### src/rtl/ccf_pkg.sv
package ccf_pkg;

    typedef enum logic [3:0] {
        OPC_PASS  = 4'd0,
        OPC_LOGIC = 4'd1,
        OPC_ADD   = 4'd2,
        OPC_SUB   = 4'd3,
        OPC_CMP8  = 4'd4,
        OPC_CMP16 = 4'd5,
        OPC_ADDX  = 4'd6,
        OPC_SUBX  = 4'd7,
        OPC_SHIFT = 4'd8,
        OPC_CHADD = 4'd9,
        OPC_CHSUB = 4'd10
    } opc_e;

    typedef enum logic {
        ST_IDLE = 1'b0,
        ST_EVAL = 1'b1
    } st_e;

    localparam int FL_C = 0;
    localparam int FL_V = 1;
    localparam int FL_Z = 2;
    localparam int FL_N = 3;

    function automatic logic [3:0] pack_flags(input logic n, input logic z,
                                              input logic v, input logic c);
        return {n, z, v, c};
    endfunction

endpackage

### src/rtl/ccf_subw.sv
// Subtract/compare flag rule at one operand width.
module ccf_subw #(
    parameter int W = 32
) (
    input  logic [W-1:0] src_i,
    input  logic [W-1:0] dst_i,
    output logic         n_o,
    output logic         z_o,
    output logic         c_o,
    output logic         v_o
);
    logic [W-1:0] first_op;
    logic [W-1:0] ov_vec;

    always_comb begin
        first_op = dst_i + src_i;
        ov_vec   = (first_op ^ dst_i) & (first_op ^ src_i);
        n_o      = dst_i[W-1];
        z_o      = (dst_i == '0);
        c_o      = (first_op < src_i);
        v_o      = ov_vec[W-1];
    end
endmodule

### src/rtl/ccf_chain.sv
// One step of a multi-word add or subtract with the extend bit as carry.
module ccf_chain #(
    parameter int W = 32
) (
    input  logic         is_sub_i,
    input  logic         cin_i,
    input  logic [W-1:0] op1_i,
    input  logic [W-1:0] op2_i,
    output logic [W-1:0] res_o
);
    logic [W-1:0] cin_vec;

    always_comb begin
        cin_vec = {{(W-1){1'b0}}, cin_i};
        res_o   = is_sub_i ? (op1_i - op2_i - cin_vec) : (op1_i + op2_i + cin_vec);
    end
endmodule

### src/rtl/ccf_eval.sv
// Combinational flag derivation from class, source and result.
module ccf_eval
    import ccf_pkg::*;
#(
    parameter int W = 32
) (
    input  logic [3:0]   cls_i,
    input  logic [W-1:0] src_i,
    input  logic [W-1:0] dst_i,
    input  logic [3:0]   prev_flags_i,
    input  logic         prev_x_i,
    output logic [3:0]   flags_o,
    output logic         x_o,
    output logic         err_o
);
    localparam int NSUB = 3;
    localparam logic [W-1:0] ONE = {{(W-1){1'b0}}, 1'b1};

    logic [NSUB-1:0] sn, sz, sc, sv;

    // widths W, W/2, W/4: full subtract, word compare, byte compare
    for (genvar g = 0; g < NSUB; g++) begin : g_sub
        localparam int GW = W >> g;
        ccf_subw #(.W(GW)) u_subw (
            .src_i (src_i[GW-1:0]),
            .dst_i (dst_i[GW-1:0]),
            .n_o   (sn[g]),
            .z_o   (sz[g]),
            .c_o   (sc[g]),
            .v_o   (sv[g])
        );
    end

    logic [W-1:0] add_back, addx_back, subx_fwd;
    logic [W-1:0] add_ov, addx_ov, subx_ov;
    logic         rn, rz, pz;

    always_comb begin
        rn        = dst_i[W-1];
        rz        = (dst_i == '0);
        pz        = prev_flags_i[FL_Z];
        add_back  = dst_i - src_i;
        addx_back = dst_i - src_i - ONE;
        subx_fwd  = dst_i + src_i + ONE;
        add_ov    = (src_i ^ dst_i) & ~(add_back ^ src_i);
        addx_ov   = (src_i ^ dst_i) & ~(addx_back ^ src_i);
        subx_ov   = (subx_fwd ^ dst_i) & (subx_fwd ^ src_i);
        flags_o   = prev_flags_i;
        x_o       = prev_x_i;
        err_o     = 1'b0;
        case (cls_i)
            OPC_PASS:  flags_o = dst_i[3:0];
            OPC_LOGIC: flags_o = pack_flags(rn, rz, 1'b0, 1'b0);
            OPC_ADD: begin
                flags_o = pack_flags(rn, rz, add_ov[W-1], dst_i < src_i);
                x_o     = flags_o[FL_C];
            end
            OPC_SUB: begin
                flags_o = pack_flags(sn[0], sz[0], sv[0], sc[0]);
                x_o     = flags_o[FL_C];
            end
            OPC_CMP16: flags_o = pack_flags(sn[1], sz[1], sv[1], sc[1]);
            OPC_CMP8:  flags_o = pack_flags(sn[2], sz[2], sv[2], sc[2]);
            OPC_ADDX: begin
                flags_o = pack_flags(rn, rz & pz, addx_ov[W-1], dst_i <= src_i);
                x_o     = flags_o[FL_C];
            end
            OPC_SUBX: begin
                flags_o = pack_flags(rn, rz & pz, subx_ov[W-1], subx_fwd <= src_i);
                x_o     = flags_o[FL_C];
            end
            OPC_SHIFT: begin
                flags_o = pack_flags(rn, rz, 1'b0, src_i != '0);
                x_o     = flags_o[FL_C];
            end
            default:   err_o = 1'b1;
        endcase
    end
endmodule

### src/rtl/ccf_unit.sv
module ccf_unit
    import ccf_pkg::*;
#(
    parameter int W = 32
) (
    input  logic         clk,
    input  logic         rst_n,
    input  logic         in_valid,
    input  logic [3:0]   in_op,
    input  logic [W-1:0] in_src,
    input  logic [W-1:0] in_dst,
    output logic         out_done,
    output logic         out_err,
    output logic [3:0]   out_flags,
    output logic         out_x,
    output logic [W-1:0] out_res
);
    st_e          state_q, state_nx;
    logic [3:0]   op_q, done_op_q;
    logic [W-1:0] src_q, dst_q;
    logic [3:0]   flags_q;
    logic         x_q, err_q, done_q;
    logic [W-1:0] res_q;

    logic         is_chain, chain_sub;
    logic [W-1:0] chain_res, ev_dst;
    logic [3:0]   ev_cls, ev_flags, flags_nx;
    logic         ev_x, ev_err;

    // ---------------- state register ----------------
    always_ff @(posedge clk or negedge rst_n) begin
        if (!rst_n) state_q <= ST_IDLE;
        else        state_q <= state_nx;
    end

    always_comb begin
        state_nx = state_q;
        unique case (state_q)
            ST_IDLE: state_nx = in_valid ? ST_EVAL : ST_IDLE;  // accept
            ST_EVAL: state_nx = in_valid ? ST_EVAL : ST_IDLE;  // chain / retire
        endcase
    end

    // ---------------- request capture ----------------
    always_ff @(posedge clk or negedge rst_n) begin
        if (!rst_n) begin
            op_q  <= OPC_PASS;
            src_q <= '0;
            dst_q <= '0;
        end else if (in_valid) begin
            op_q  <= in_op;
            src_q <= in_src;
            dst_q <= in_dst;
        end
    end

    // ---------------- datapath ----------------
    always_comb begin
        is_chain  = (op_q == OPC_CHADD) || (op_q == OPC_CHSUB);
        chain_sub = (op_q == OPC_CHSUB);
    end

    ccf_chain #(.W(W)) u_chain (
        .is_sub_i (chain_sub),
        .cin_i    (x_q),
        .op1_i    (dst_q),
        .op2_i    (src_q),
        .res_o    (chain_res)
    );

    always_comb begin
        ev_dst = is_chain ? chain_res : dst_q;
        if (op_q == OPC_CHADD)      ev_cls = x_q ? OPC_ADDX : OPC_ADD;
        else if (op_q == OPC_CHSUB) ev_cls = x_q ? OPC_SUBX : OPC_SUB;
        else                        ev_cls = op_q;
    end

    ccf_eval #(.W(W)) u_eval (
        .cls_i        (ev_cls),
        .src_i        (src_q),
        .dst_i        (ev_dst),
        .prev_flags_i (flags_q),
        .prev_x_i     (x_q),
        .flags_o      (ev_flags),
        .x_o          (ev_x),
        .err_o        (ev_err)
    );

    always_comb begin
        flags_nx = ev_flags;
        if (is_chain) flags_nx[FL_Z] = ev_flags[FL_Z] & flags_q[FL_Z];
    end

    // ---------------- output registers ----------------
    always_ff @(posedge clk or negedge rst_n) begin
        if (!rst_n) begin
            flags_q   <= '0;
            x_q       <= 1'b0;
            err_q     <= 1'b0;
            done_q    <= 1'b0;
            res_q     <= '0;
            done_op_q <= OPC_PASS;
        end else begin
            done_q <= (state_q == ST_EVAL);
            if (state_q == ST_EVAL) begin
                err_q     <= ev_err;
                done_op_q <= op_q;
                res_q     <= ev_dst;
                if (!ev_err) begin
                    flags_q <= flags_nx;
                    x_q     <= ev_x;
                end
            end
        end
    end

    assign out_done  = done_q;
    assign out_err   = err_q;
    assign out_flags = flags_q;
    assign out_x     = x_q;
    assign out_res   = res_q;

    // ---------------- assertions ----------------
    AST_ERR_FREEZE: assert property (@(posedge clk) disable iff (!rst_n)
        (out_done && out_err) |-> (out_flags == $past(out_flags) && out_x == $past(out_x)));

    AST_LOGIC_CLEAR: assert property (@(posedge clk) disable iff (!rst_n)
        (out_done && !out_err && done_op_q == OPC_LOGIC) |-> (out_flags[FL_C] == 1'b0 && out_flags[FL_V] == 1'b0));

    AST_STICKY_Z: assert property (@(posedge clk) disable iff (!rst_n)
        (out_done && !out_err && !$past(out_flags[FL_Z]) &&
         (done_op_q == OPC_ADDX || done_op_q == OPC_SUBX || done_op_q == OPC_CHADD || done_op_q == OPC_CHSUB))
        |-> !out_flags[FL_Z]);

    AST_X_KEEP: assert property (@(posedge clk) disable iff (!rst_n)
        (out_done && (done_op_q == OPC_PASS || done_op_q == OPC_LOGIC || done_op_q == OPC_CMP8 || done_op_q == OPC_CMP16))
        |-> out_x == $past(out_x));

    AST_DONE_PULSE: assert property (@(posedge clk) disable iff (!rst_n)
        $rose(out_done) |-> $past(state_q == ST_EVAL));
endmodule

### config.mk
export PLATFORM = sky130hd
export DESIGN_NAME = ccf_unit
export DESIGN_NICKNAME = d
export VERILOG_FILES = /design/src/rtl/ccf_pkg.sv /design/src/rtl/ccf_subw.sv /design/src/rtl/ccf_chain.sv /design/src/rtl/ccf_eval.sv /design/src/rtl/ccf_unit.sv
export SDC_FILE = /design/constraint.sdc
export NUM_CORES = 1
export LEC_CHECK = 0
export ABC_CLOCK_PERIOD_IN_PS = 5950
export BUFFER_PORTS_ARGS = -buffer_cell sky130_fd_sc_hd__buf_4
export CAP_MARGIN = 40
export CORE_MARGIN = 5
export CORE_UTILIZATION = 58
export CTS_CLUSTER_SIZE = 28
export DETAILED_ROUTE_END_ITERATION = 12
export GPL_TIMING_DRIVEN = 0
export HOLD_SLACK_MARGIN = 0.08
export PLACE_DENSITY_LB_ADDON = 0.12
export SETUP_SLACK_MARGIN = 0.5
export SLEW_MARGIN = 20
export SYNTH_ARGS = -nofsm -noshare
export SYNTH_HDL_FRONTEND = slang
export SYNTH_HIERARCHICAL = 1
export SYNTH_SLANG_ARGS = --single-unit
### constraint.sdc
create_clock -name clk -period 5.95 [get_ports clk]
set_input_delay 1.19 -clock clk [delete_from_list [all_inputs] [get_ports clk]]
set_output_delay 1.19 -clock clk [all_outputs]
set_load 0.005 [all_outputs]
Word-level counts from Yosys, hierarchy flattened

Cells that the tools add are included.

Register bits after elaboration: 108
Input bits: 71
Output and inout bits: 39
Word-level logic and storage cells: 80

$add $sub $neg: 10
Magnitude comparators: 6
Equality and inequality tests: 10
Multiplexer cells: 11
Bitwise logic cells: 21
Reduce and logical (&&, ||, !) cells: 12

Operators with widths:

| kind                                               | count |
|---|---|
| bitwise XOR 32 bit                                 | 7 |
| bitwise AND 32 bit                                 | 4 |
| adder 32 bit                                       | 2 |
| less-or-equal comparator 32 bit                    | 2 |
| < comparator 32 bit                                | 2 |
| two-way mux 32 bit                                 | 2 |
| NOT 32 bit                                         | 2 |
| subtractor 32 bit                                  | 2 |
| case mux 4 bit (9 select lines)                    | 1 |
| adder 32 x 1 -> 32 bit                             | 1 |
| adder 32 x 1 -> 32 bit, second input constant      | 1 |
| zero test 32 bit                                   | 1 |
| nonzero test 32 bit                                | 1 |
| subtractor 32 x 1 -> 32 bit                        | 1 |
| subtractor 32 x 1 -> 32 bit, second input constant | 1 |
| bitwise XOR 16 bit                                 | 2 |
| adder 16 bit                                       | 1 |
| bitwise AND 16 bit                                 | 1 |
| == test 4 x 3 -> 1 bit, second input constant      | 4 |
| zero test 16 bit                                   | 1 |
| < comparator 16 bit                                | 1 |
| bitwise XOR 8 bit                                  | 2 |
| == test 4 bit, second input constant               | 3 |
| nonzero test 9 bit                                 | 1 |
| 17 further kinds                                   | 24 |

Depth between registers and ports, before layout

Depth after elaboration: 12
Depth in mapped cells: 40
Mapped depth without buffers: 38

Cells and area by module

Netlist, hierarchy kept.

Modules (own cells, without submodules):

| module                             | instances | cells each | area each (µm²) | sequential area each (µm²) |
|---|---|---|---|---|
| ccf_eval                           | 1         | 716        | 4,958.5         | 0.0 |
| ccf_unit                           | 1         | 386        | 4,613.2         | 2,702.6 |
| ccf_chain                          | 1         | 660        | 4,476.8         | 0.0 |
| ccf_subw at u_eval.g_sub[0].u_subw | 1         | 352        | 2,531.2         | 0.0 |
| ccf_subw at u_eval.g_sub[1].u_subw | 1         | 141        | 1,059.8         | 0.0 |
| ccf_subw at u_eval.g_sub[2].u_subw | 1         | 57         | 449.2           | 0.0 |

Worst setup path before layout

OpenSTA, ideal clock, no wires.

Kind: reg-to-reg
From: register src_q[6]
To: register x_q, in the netlist out_x
Library setup time: 65 ps
Data arrival time: 6,413 ps
Data required time: 5,885 ps
Slack: -527 ps
Cell stages (with the launch flop): 36
Path buffers: 1
Period minus slack after synthesis: 6,477 ps
Cell sequence: dfrtp_1 > ha_1 > inv_1 > ha_1 > and3_1 > and3_1 > a32oi_1 > a311oi_1 > a21boi_0 > xor2_1 > a21oi_1 > nand3_1 > nand2_1 > ha_1 > clkbuf_1 > nor2_1 > or2_0 > or3_1 > a2111oi_2 > o41ai_2 > a21oi_1 > nor2_1 > nor2_1 > xnor2_1 > ha_1 > a21o_1 > a21o_1 > a21o_1 > a21oi_1 > nor2b_1 > o21ai_0 > nand2_1 > a211oi_1 > nand3_1 > nand4_1 > mux2_2

Cells in the longest elaborated chain, start to end: 8
Elaborated cells between the ends (all ways): 14
Those cells by class: add/sub (6); order compare (4); mux (3); reduce/logical (1)

RTL lines:

| what                                                                         | line                           | source |
|---|---|---|
| from (decl)                                                                  | ccf_unit.sv:20                 | `logic [W-1:0] src_q, dst_q;` |
| from (signal assigned)                                                       | ccf_unit.sv:52                 | `src_q <= in_src;` |
| adder 32 bit / subtractor 32 bit (equally long branches)                     | ccf_chain.sv:15                | `res_o = is_sub_i ? (op1_i - op2_i - cin_vec) : (op1_i + op2_i + cin_vec);` |
| adder 32 x 1 -> 32 bit / subtractor 32 x 1 -> 32 bit (equally long branches) | ccf_chain.sv:15                |  |
| two-way mux 32 bit *                                                         | ccf_chain.sv:15                |  |
| via chain_res[20]                                                            | ccf_unit.sv:26                 | `logic [W-1:0] chain_res, ev_dst;` |
| two-way mux 32 bit *                                                         | ccf_unit.sv:72                 | `ev_dst = is_chain ? chain_res : dst_q;` |
| via ev_dst[20]                                                               | ccf_unit.sv:26                 |  |
| adder 32 bit                                                                 | ccf_subw.sv:16, ccf_eval.sv:44 |  |
| adder 32 x 1 -> 32 bit                                                       | ccf_eval.sv:44                 | `subx_fwd = dst_i + src_i + ONE;` |
| less-or-equal comparator 32 bit                                              | ccf_eval.sv:69                 | `flags_o = pack_flags(rn, rz & pz, subx_ov[W-1], subx_fwd <= src_i);` |
| case mux 1 bit (5 select lines) *                                            | ccf_eval.sv:51                 | `case (cls_i)` |
| via ev_x                                                                     | ccf_unit.sv:28                 | `logic ev_x, ev_err;` |
| to (signal assigned)                                                         | ccf_unit.sv:111                | `x_q <= ev_x;` |
| to (decl)                                                                    | ccf_unit.sv:22                 | `logic x_q, err_q, done_q;` |

Mark *: on every way through the listed nets, which the timed path passes. The rest lies on a longest branch.
A chain may end at the register's enable or synchronous reset.

Final worst setup path

From: register x_q, in the netlist out_x
To: register x_q, in the netlist out_x

Elaborated cells between the ends (all ways): 27
Those cells by class: add/sub (4); order compare (4); eq/ne (8); mux (7); reduce/logical (4)

RTL lines:

| what                                                                         | line            | source |
|---|---|---|
| adder 32 x 1 -> 32 bit / subtractor 32 x 1 -> 32 bit (equally long branches) | ccf_chain.sv:15 |  |
| two-way mux 32 bit *                                                         | ccf_chain.sv:15 |  |
| via chain_res[5]                                                             | ccf_unit.sv:26  |  |
| two-way mux 32 bit *                                                         | ccf_unit.sv:72  |  |
| via ev_dst[5]                                                                | ccf_unit.sv:26  |  |
| adder 32 bit *                                                               | ccf_subw.sv:16  | `first_op = dst_i + src_i;` |
| < comparator 32 bit *                                                        | ccf_subw.sv:20  | `c_o = (first_op < src_i);` |
| via u_eval.sc[0]                                                             | ccf_eval.sv:19  | `logic [NSUB-1:0] sn, sz, sc, sv;` |
| case mux 1 bit (5 select lines) *                                            | ccf_eval.sv:51  |  |
| via ev_x                                                                     | ccf_unit.sv:28  |  |

Marked as above.

==> run summary <==
Status - finished with violations
Failing checks - negative setup slack
Inserted Diodes - 0
Relative slew slack - 40.20%
Worst skew pair latency - 380 ps
Critical path's slowest cell - fa_1
Top cell type's share of synthesized area - 19.78%
Comb pwr share - 77.8%
GP Congestion - 0.9610
GRT Total Usage - 35.15%
Total gr overflow - 0
Fin util - 71.28%
Clock-pin slew on the worst setup and hold paths - 90 ps
Hold Crit Class - flop to flop
CP arrival - 7360 ps
IO buf count - 109
RSZ-0062 raised after global routing - yes
Initial DRC count - 1984
Final nets - 2903
Reg2Reg Depth - 34
Final WL - 65960 µm
Int Pwr - 3557 µW
Vias in the first global route - 18.31k
Overall Power - 7366 µW
CP Launch Type - flop
MaxCap Viol Count - 0
Die width - 186.6 µm
Met2 wire len - 29530 µm
CP endpoint kind - flop
Layout overhead on the synthesized area - 20.86%
Largest cells by area after synthesis - ha_1 (20%), dfrtp_1 (15%), a21oi_1 (5.5%)
Min-Delay Path Depth - 0
Seq pwr share - 13.8%
Vias - 19.19k
DRT Pass-1 Iters - 6
CP max stage delay - 520 ps
Die ar. - 0.03482 mm²
Root buffer cell - clkbuf_16
Setup TNS - -3722 ps
Syn Area/Cell - 7.824 µm²
Sw frac - 51.70%
Final setup viols - 4
VDD IR-drop max - 0.0001752 V
Largest net degree at the start of global routing - 65
Power per cell area - 336.9 mW/mm²
Post-synthesis register bit count - 108
Min Hold Slack - 494.1 ps
Leading area contributor after synthesis - ha_1
Final slew viol count - 0
Leak - 0.009832 µW
Most instantiated cells after synthesis - ha_1 (286), inv_1 (231), a21oi_1 (197)
First-pass GRT wire length - 100300 µm
Clk sink count - 108
Site Rows - 64
WL met1 - 27380 µm
Switching power - 3808 µW
Chip Height - 186.6 µm
Skew final - 17.56 ps
Syn_nets - 2678
# DRC - 0
Setup WS pre-CTS - -2231 ps
Htree depth - 3
Ports - 110
Sequential area share after synthesis - 14.94%
Final hold vios - 0
Synth async-reset ratio - 100.0%
Number of enable flip-flop cells after synthesis - 0
Transition time of the tightest slew-check pin - 888.9 ps
Most used cell, CP - a21oi_1
Top sig layer - met5
Min cycle time layout - 7082 ps
CTS max path bufs - 2
Initial antenna violation count - 1
Initial core utilization - 58.98%
Most used DFF post-synth - dfrtp_1
Detail Placement HPWL - 49160 µm
Synth unique cells - 111
F_max - 0.1412 GHz
Metal3 WL - 6241 µm
Most frequent cell after synthesis - ha_1
Via/cell ratio - 6.532
Wire per inst - 22.45 µm
Core region area - 0.03067 mm²
Synth Instances - 2312
Num CTS Buffers - 9
CP max FO - 9
Final ANT Viol Nets - 0
Post-Syn Area - 0.01809 mm²
Final period util - 119.0%
Ys Warns - 6
Setup CP Type - flop to flop
CTS tree - yes
Clock network fraction of design power - 8.4%
Layout cell share with drive strength beyond 1 - 24.94%
Req. time, crit path - 6220 ps
Min setup slack post-route - -1132 ps
[layout by cell type (no fill, tap or decap), types with 28 or more instances in the layout]
cell	synthesis	layout
clkbuf_1	51	31
nor2b_1	31	31
xnor2_1	109	109
ha_1	286	250
inv_1	231	228
nor2_1	190	180
dfrtp_1	108	86
a31oi_1	48	46
nand4_1	47	47
a21o_1	68	68
mux2_2	75	73
buf_6	8	47
nand2_1	129	94
a21oi_1	197	179
o21ai_0	122	106
buf_4	4	178
nand3_1	58	55
xor2_1	38	37
nand2b_1	28	28
nor4_1	45	42
o21ai_1	19	29
nor3_1	37	33
[metrics by stage]
stage | instances | instance area, µm²
6_report | 2938 | 21860
5_1_grt | 2938 | 21860
4_1_cts | 2915 | 21060
3_5_place_dp | 2819 | 19640
3_3_place_gp | 2817 | 19590
2_1_floorplan | 2312 | 18280
[logic make-up (layout without fill, tap and decap cells)]
group | count (synthesis) | count (layout) | share of synthesized area [%]
compound gates | 691 | 691 | 25.55
simple gates | 656 | 656 | 18.45
buf+inv | 321 | 551 | 7.291
fa+ha+maj | 295 | 295 | 20.78
xor+xnor | 151 | 151 | 7.477
flops | 108 | 108 | 14.94
mux | 90 | 90 | 5.506
[repair_timing]
| action | in CTS | in global routing |
|---|---|---|
| setup buffers | 80 | 23 |
| pin swaps | 29 | 56 |
| endpoints found under the setup margin | 5 | 6 |
| hold buffers | 0 | 0 |
| resized for setup | 151 | 149 |
[flip-flops by register name, summed over array words and instances (netlist names), 4 cells and up]
register,flops
op_q,4
src_q,32
dst_q,32
out_res,32
out_flags,4
[critical path, delay by kind of cell, from the launching register on]
kind	cells	cell delay [ps]
buffers and inverters	3	410
adders and majority gates	4	1330
and+or+nand+nor	6	1000
AOI/OAI and AO/OA	18	3190
xor gates and xnor gates	2	260
DFF	1	490
muxes	1	280
[per-layer routing]
layer	global-route usage, %	up-vias
met4	12.58	2
li1	-	8822
met3	6.035	195
met1	48.12	9114
met5	0	-
met2	56.00	1059
[path summary, 6_finish.rpt]
| path | startpoint | slack [ps] | to |
|---|---|---|---|
| hold / removal | state_q$_DFF_PN0_ | 490 | out_done$_DFF_PN0_ |
| max in group asynchronous | rst_n | 4450 | src_q[2]$_DFFE_PN0P_ |
| setup reg to reg | out_x$_DFFE_PN0P_ | -1130 | out_x$_DFFE_PN0P_ |
| hold reg to reg | state_q$_DFF_PN0_ | 490 | out_done$_DFF_PN0_ |
| setup / recovery | out_x$_DFFE_PN0P_ | -1130 | out_x$_DFFE_PN0P_ |
| min in group asynchronous | rst_n | 760 | dst_q[19]$_DFFE_PN0P_ |
[layout make-up]
class | instances | area, µm²
Buffer | 88 | 505.5
Clock inverter | 6 | 53.80
Multi-Input combinational cell | 1883 | 15160
Tap cell | 396 | 495.5
Fill cell | 2478 | 8807
Sequential cell | 108 | 2745
Timing Repair Buffer | 214 | 1789
Inverter | 233 | 882.1
Clock buffer | 10 | 229.0
[power by group through the flow]
stage	registers (µW)	clock network [µW]	logic [µW]
after floorplan	963	0	3700
after global placement	1070	0	4750
after detailed placement	1070	0	4870
after CTS	1000	623	5280
after global routing	1020	650	6230
final	1010	620	5730
Note: power is estimated with default switching activity, not from simulation.
